===== config.mk =====
export PLATFORM = sky130hd
export DESIGN_NAME = irq_aggregator
export DESIGN_NICKNAME = d
export VERILOG_FILES = /design/src/rtl/irqagg_pkg.sv /design/src/rtl/irq_line_bank.sv /design/src/rtl/irq_prio_pick.sv /design/src/rtl/irq_addr_dec.sv /design/src/rtl/irq_aggregator.sv
export SDC_FILE = /design/constraint.sdc
export NUM_CORES = 1
export LEC_CHECK = 0
export BUFFER_PORTS_ARGS = -buffer_cell sky130_fd_sc_hd__buf_4
export CAP_MARGIN = 20
export CORE_MARGIN = 1.5
export CORE_UTILIZATION = 40
export DETAILED_ROUTE_END_ITERATION = 16
export PLACE_DENSITY_LB_ADDON = 0.25
export SYNTH_ARGS = -nofsm -noshare
export SYNTH_HDL_FRONTEND = slang
export SYNTH_SLANG_ARGS = --single-unit

===== constraint.sdc =====
create_clock -name clk_i -period 1.7 [get_ports clk_i]
set_input_delay 0 -clock clk_i [delete_from_list [all_inputs] [get_ports clk_i]]
set_output_delay 0 -clock clk_i [all_outputs]
set_load 0.005 [all_outputs]

===== src/rtl/irqagg_pkg.sv =====
package irqagg_pkg;
  localparam int unsigned DEVS_PER_LINE  = 8;
  localparam int unsigned FIRST_DEV_LINE = 3;
  localparam int unsigned TIMER_LINE     = 2;
  localparam int unsigned DEV_W          = $clog2(DEVS_PER_LINE);
  localparam int unsigned BLOCK_BYTES    = 16;
  localparam int unsigned SLICE_BYTES    = DEVS_PER_LINE * BLOCK_BYTES;
  typedef logic [2:0]       line_num_t;
  typedef logic [DEV_W-1:0] dev_num_t;
endpackage


===== src/rtl/irq_line_bank.sv =====
module irq_line_bank
  import irqagg_pkg::*;
#(
  parameter int unsigned DEVS = DEVS_PER_LINE
) (
  input  logic                    clk_i,
  input  logic                    rst_ni,
  input  logic [DEVS-1:0]         req_i,
  input  logic [DEVS-1:0]         inst_i,
  output logic [DEVS-1:0]         pend_o,
  output logic                    line_o,
  output logic [$clog2(DEVS)-1:0] dev_o
);
  localparam int unsigned DW = $clog2(DEVS);

  logic [DEVS-1:0] pend_q;

  always_ff @(posedge clk_i or negedge rst_ni) begin
    if (!rst_ni) pend_q <= '0;
    else         pend_q <= req_i & inst_i;
  end

  assign pend_o = pend_q;
  assign line_o = |pend_q;

  // lowest set index wins
  always_comb begin
    dev_o = '0;
    for (int i = DEVS - 1; i >= 0; i--) begin
      if (pend_q[i]) dev_o = DW'(i);
    end
  end

  AST_NO_UNINST_PEND: assert property (@(posedge clk_i) disable iff (!rst_ni)
    $stable(inst_i) |-> ((pend_q & ~inst_i) == '0));

  AST_DEV_IS_PENDING: assert property (@(posedge clk_i) disable iff (!rst_ni)
    line_o |-> pend_q[dev_o]);
endmodule


===== src/rtl/irq_prio_pick.sv =====
module irq_prio_pick
  import irqagg_pkg::*;
#(
  parameter int unsigned N  = 6,
  parameter int unsigned DW = DEV_W
) (
  input  logic [N-1:0]         lines_i,
  input  logic [N*DW-1:0]      devs_i,
  output logic                 valid_o,
  output logic [$clog2(N)-1:0] idx_o,
  output logic [DW-1:0]        dev_o
);
  localparam int unsigned IW = $clog2(N);

  always_comb begin
    valid_o = 1'b0;
    idx_o   = '0;
    dev_o   = '0;
    for (int i = N - 1; i >= 0; i--) begin
      if (lines_i[i]) begin
        valid_o = 1'b1;
        idx_o   = IW'(i);
        dev_o   = devs_i[i*DW +: DW];
      end
    end
  end
endmodule


===== src/rtl/irq_addr_dec.sv =====
module irq_addr_dec
  import irqagg_pkg::*;
#(
  parameter logic [31:0] BASE      = 32'h1000_0050,
  parameter int unsigned NUM_LINES = 5
) (
  input  logic [31:0] addr_i,
  output logic        hit_o,
  output line_num_t   line_o,
  output dev_num_t    dev_o,
  output logic [1:0]  reg_o
);
  localparam logic [31:0] SPAN  = 32'(NUM_LINES * SLICE_BYTES);
  localparam int unsigned SL_SH = $clog2(SLICE_BYTES);
  localparam int unsigned BL_SH = $clog2(BLOCK_BYTES);

  logic [31:0] off;

  assign off   = addr_i - BASE;
  assign hit_o = (addr_i >= BASE) && (off < SPAN);

  always_comb begin
    line_o = '0;
    dev_o  = '0;
    reg_o  = '0;
    if (hit_o) begin
      line_o = line_num_t'(off >> SL_SH) + line_num_t'(FIRST_DEV_LINE);
      dev_o  = off[BL_SH +: DEV_W];
      reg_o  = off[3:2];
    end
  end
endmodule


===== src/rtl/irq_aggregator.sv =====
module irq_aggregator
  import irqagg_pkg::*;
#(
  parameter int unsigned NUM_LINES = 5,
  parameter logic [31:0] AREA_BASE = 32'h1000_0050,
  parameter logic [31:0] INST_BASE = 32'h1000_0000,
  parameter logic [31:0] PEND_BASE = 32'h1000_0020
) (
  input  logic                               clk_i,
  input  logic                               rst_ni,
  input  logic                               timer_irq_i,
  input  logic [NUM_LINES*DEVS_PER_LINE-1:0] dev_irq_i,
  input  logic [NUM_LINES*DEVS_PER_LINE-1:0] dev_inst_i,
  input  logic [31:0]                        rd_addr_i,
  output logic [31:0]                        rd_data_o,
  input  logic [31:0]                        dec_addr_i,
  output logic                               dec_hit_o,
  output logic [2:0]                         dec_line_o,
  output logic [2:0]                         dec_dev_o,
  output logic [1:0]                         dec_reg_o,
  output logic [NUM_LINES:0]                 line_irq_o,
  output logic                               prio_valid_o,
  output logic [2:0]                         prio_line_o,
  output logic [2:0]                         prio_dev_o
);
  localparam int unsigned D  = DEVS_PER_LINE;
  localparam int unsigned NL = NUM_LINES + 1;
  localparam int unsigned IW = $clog2(NL);

  logic                 timer_q;
  logic [NUM_LINES-1:0] bank_line;
  logic [NUM_LINES*D-1:0]     bank_pend;
  logic [NL*DEV_W-1:0]  all_devs;
  logic [IW-1:0]        pick_idx;
  dev_num_t             pick_dev;
  logic                 past_ok_q;

  always_ff @(posedge clk_i or negedge rst_ni) begin
    if (!rst_ni) begin
      timer_q   <= 1'b0;
      past_ok_q <= 1'b0;
    end else begin
      timer_q   <= timer_irq_i;
      past_ok_q <= 1'b1;
    end
  end

  assign all_devs[DEV_W-1:0] = '0;

  for (genvar k = 0; k < NUM_LINES; k++) begin : g_line
    irq_line_bank #(.DEVS(D)) u_bank (
      .clk_i  (clk_i),
      .rst_ni (rst_ni),
      .req_i  (dev_irq_i[k*D +: D]),
      .inst_i (dev_inst_i[k*D +: D]),
      .pend_o (bank_pend[k*D +: D]),
      .line_o (bank_line[k]),
      .dev_o  (all_devs[(k+1)*DEV_W +: DEV_W])
    );

    AST_LINE_TRACK: assert property (@(posedge clk_i) disable iff (!rst_ni)
      past_ok_q |-> (line_irq_o[k+1] ==
        |($past(dev_irq_i[k*D +: D]) & $past(dev_inst_i[k*D +: D]))));
  end

  assign line_irq_o = {bank_line, timer_q};

  irq_prio_pick #(.N(NL), .DW(DEV_W)) u_pick (
    .lines_i (line_irq_o),
    .devs_i  (all_devs),
    .valid_o (prio_valid_o),
    .idx_o   (pick_idx),
    .dev_o   (pick_dev)
  );

  assign prio_line_o = 3'(pick_idx) + 3'(TIMER_LINE);
  assign prio_dev_o  = 3'(pick_dev);

  irq_addr_dec #(.BASE(AREA_BASE), .NUM_LINES(NUM_LINES)) u_dec (
    .addr_i (dec_addr_i),
    .hit_o  (dec_hit_o),
    .line_o (dec_line_o),
    .dev_o  (dec_dev_o),
    .reg_o  (dec_reg_o)
  );

  // map read port
  always_comb begin
    rd_data_o = '0;
    for (int k = 0; k < NUM_LINES; k++) begin
      if (rd_addr_i == INST_BASE + 32'(4 * k)) rd_data_o[D-1:0] = dev_inst_i[k*D +: D];
      if (rd_addr_i == PEND_BASE + 32'(4 * k)) rd_data_o[D-1:0] = bank_pend[k*D +: D];
    end
  end

  AST_TIMER_TRACK: assert property (@(posedge clk_i) disable iff (!rst_ni)
    past_ok_q |-> (line_irq_o[0] == $past(timer_irq_i)));

  AST_PRIO_ASSERTED: assert property (@(posedge clk_i) disable iff (!rst_ni)
    prio_valid_o |-> line_irq_o[prio_line_o - 3'(TIMER_LINE)]);

  AST_PRIO_LOWEST: assert property (@(posedge clk_i) disable iff (!rst_ni)
    prio_valid_o |-> ((line_irq_o & ((NL'(1) << (prio_line_o - 3'(TIMER_LINE))) - NL'(1))) == '0));

  AST_DEC_RANGE: assert property (@(posedge clk_i) disable iff (!rst_ni)
    dec_hit_o |-> (dec_line_o >= 3'(FIRST_DEV_LINE) &&
                   dec_line_o <= 3'(FIRST_DEV_LINE + NUM_LINES - 1)));

  AST_DEC_MISS_ZERO: assert property (@(posedge clk_i) disable iff (!rst_ni)
    !dec_hit_o |-> (dec_line_o == '0 && dec_dev_o == '0 && dec_reg_o == '0));
endmodule


==> results.sh <==
export IMPL_start_util=0.417
export IMPL_arrival_ns=2.42
export IMPL_synth_area_leader_cell="dfrtp_1"
export IMPL_clk_pin_slew_ns=0.09
export IMPL_netlist_area_um2=3440
export IMPL_postLayoutCellArea_um2=7600
export IMPL_start_kind="flop"
export IMPL_multi_input_area_um2=2880
export IMPL_cts_buffers=5
export IMPL_layout_commonest_cell="buf_4"
export IMPL_regArea_um2=1030
export IMPL_finalCriticalPeriod_ns=2.42
export IMPL_synth_top_area_share=0.298
export IMPL_finalPower_mw=3.23
export IMPL_wl_per_cell_um=24.1
export IMPL_wirelength_um=21500
export IMPL_num_fill_cells=308
export IMPL_cts_buffer_depth=2
export IMPL_ir_drop_mv=0.439
export IMPL_path_max_fanout=3
export IMPL_dp_cells=774
export IMPL_ys_ff_latch=41
export IMPL_grt_setup_unrepaired="true"
export IMPL_cts_tree="yes"
export IMPL_grt_overflow=0
export IMPL_synth_avg_cell_area_um2=8.81
export IMPL_syn_inst=391
export IMPL_cp_cell_sequence="or4_4 -> or2_4 -> buf_6 -> o21ai_2 -> a21oi_2 -> a211oi_2 -> o311a_1 -> buf_4"
export IMPL_antenna_found_initial=0
export IMPL_worstMarginPinSlew_ns=0.605
export IMPL_post_route_period_util=1.42
export IMPL_ant_nets=0
export IMPL_drtPass1Iterations=9
export IMPL_place_congestion=0.963
export IMPL_grt_start_max_net_pins=42
export IMPL_dpl_hpwl_um=11000
export IMPL_fin_util=0.920
export IMPL_dpl_cell_area_um2=5690
export IMPL_drive_gt1_frac=0.556
export IMPL_cts_max_level=2
export IMPL_yosysWarnings=0
export IMPL_core_um2=8260
export IMPL_numPortBuffers=176
export IMPL_layout_common_cells="buf_4, dlygate4sd3_1, dfrtp_1"
export IMPL_hold_path_class="primary input to async pin"
export IMPL_drt_iter0_markers=687
export IMPL_final_hold_violation_count=0
export IMPL_cp_slowest_stage_delay_ns=0.58
export IMPL_drv_slew=0
export IMPL_synth_seq_area_share=0.298
export IMPL_critical_path_top_delay_family="simple AND/OR/NAND/NOR gates"
export IMPL_synth_cell_type_count=68
export IMPL_slew_headroom=0.597
export IMPL_fin_nets=936
export IMPL_stdcell_count=891
export IMPL_crit_path_top_delay_cell="or4_4"
export IMPL_worst_setup_path_end_kind="output pin"
export IMPL_clock_root_buffer="clkbuf_8"
export IMPL_vias=5543
export IMPL_yosys_top_cells_area="dfrtp_1, and2_1, buf_4"
export IMPL_synth_top_flop_cell="dfrtp_1"
export IMPL_run_status="finished, violations left"
export IMPL_power_density_nw_per_um2=425
export IMPL_timing_critical_path_buf_inv=2
export IMPL_cp_required_ns=1.70
export IMPL_grt_usage=0.389
export IMPL_die_w_um=95.8
export IMPL_setup_slack_ns=-0.717
export IMPL_dieArea_um2=9180
export IMPL_synth_edff_count=0
export IMPL_fp_dieH_um=95.8
export IMPL_syn_to_final_growth_pct=121
export IMPL_drcViolationCount=0
export IMPL_via_per_inst=6.22
export IMPL_criticalPathCategory="flop to output pin"
export IMPL_setup_viol=27
export IMPL_final_setup_tns_ns=-10.49
export IMPL_first_global_vias=5434
export IMPL_p_leak_nw=3.55
export IMPL_synthArstFlopShare=1.00
export IMPL_grt_pass1_wl_um=27000
export IMPL_fp_row_count=33
export IMPL_violations="negative setup slack"
export IMPL_ios=201
export IMPL_drv_cap=0
export IMPL_num_antenna_cells=0
export IMPL_fmax_mhz=414
export IMPL_cts_sinks=41
## metal layers
metal / vias to the layer above / track usage / part of all wire
li1: 2216 / - / -
met3: 209 / 0.0869 / 0.10
met1: 2576 / 0.404 / 0.31
met4: 0 / 0.238 / 0.095
met2: 542 / 0.707 / 0.49
met5: - / 0 / 0
## path summary, 6_finish.rpt
path,cells after the start,to,start,slack [ns]
setup / recovery,8,prio_dev_o[0],g_line[2].u_bank.pend_o[6],-0.72
hold / removal,2,g_line[0].u_bank.pend_o[6],rst_ni,0.22
max in group asynchronous,2,g_line[4].u_bank.pend_o[3],rst_ni,1.10
min in group clk_i,4,rd_data_o[2],dev_inst_i[34],0.35
## metrics by stage
| step | setup slack [ns] | hold slack, ns |
|---|---|---|
| finish | -0.717 | 0.219 |
| global route | -0.739 | 0.303 |
| CTS | -0.630 | 0.241 |
| detailed placement | -0.493 | 0.0163 |
| global placement | -0.496 | 0.00226 |
| floorplan | -0.0988 | -0.296 |
## layout make-up
class / instances / area share
clock buffer: 5 / 0.00906
multi-input combinational: 320 / 0.379
sequential: 41 / 0.135
inverter: 17 / 0.00939
tap: 105 / 0.0173
timing repair buffer: 401 / 0.446
clock inverter: 2 / 0.00461
## registers in the layout (all words and copies together) (netlist names)
| name | cells |
|---|---|
| timer_q | 1 |
| g_line.u_bank.pend_o | 40 |
## what timing repair did
action | CTS | global route
setup endpoints to repair | 27 | 28
resized for setup | 101 | 53
endpoints found under the hold margin | 82 | 0
hold buffers | 82 | 0
setup buffers | 23 | 8
gates cloned | 3 | 1
pin swaps | 48 | 34
## cell families (layout without fill, tap and decap cells)
| family | after synthesis | in the layout | synth area share |
|---|---|---|---|
| other | 1 | 24 | 0.00109 |
| adders and majority gates | 3 | 3 | 0.0109 |
| buffers and inverters | 55 | 425 | 0.0959 |
| DFF | 41 | 41 | 0.298 |
| AOI/OAI and AO/OA | 85 | 87 | 0.186 |
| xor gates and xnor gates | 4 | 4 | 0.0102 |
| muxes | 13 | 13 | 0.0570 |
| and+or+nand+nor | 189 | 189 | 0.341 |
## where the power goes
part,switching [mW],internal [mW],leakage [nW]
Clock,0.386,0.428,0.0540
Combinational,0.591,0.737,2.97
Sequential,0.0593,1.02,0.527
## synthesized netlist by cell type (all sizes together), types with 2 or more instances
master	number
or4	4
nor3	15
inv	17
nor4b	6
xnor2	4
nand3b	5
dfrtp	41
a21oi	14
nor4	30
nand2	25
clkbuf	3
mux2i	5
buf	35
nand3	6
o21bai	6
o31ai	6
a2111oi	3
and3b	2
and2	41
nand2b	2
a221oi	7
mux2	3
nand4	4
o41ai	2
o311a	2
a22oi	2
o21ai	17
nor2b	7
a311o	2
a32o	2
nor2	30
a31oi	5
and3	3
a222oi	7
mux4	5
a211oi	4
ha	3
or2	3
or2b	3
(Power assumes the default switching activity.)
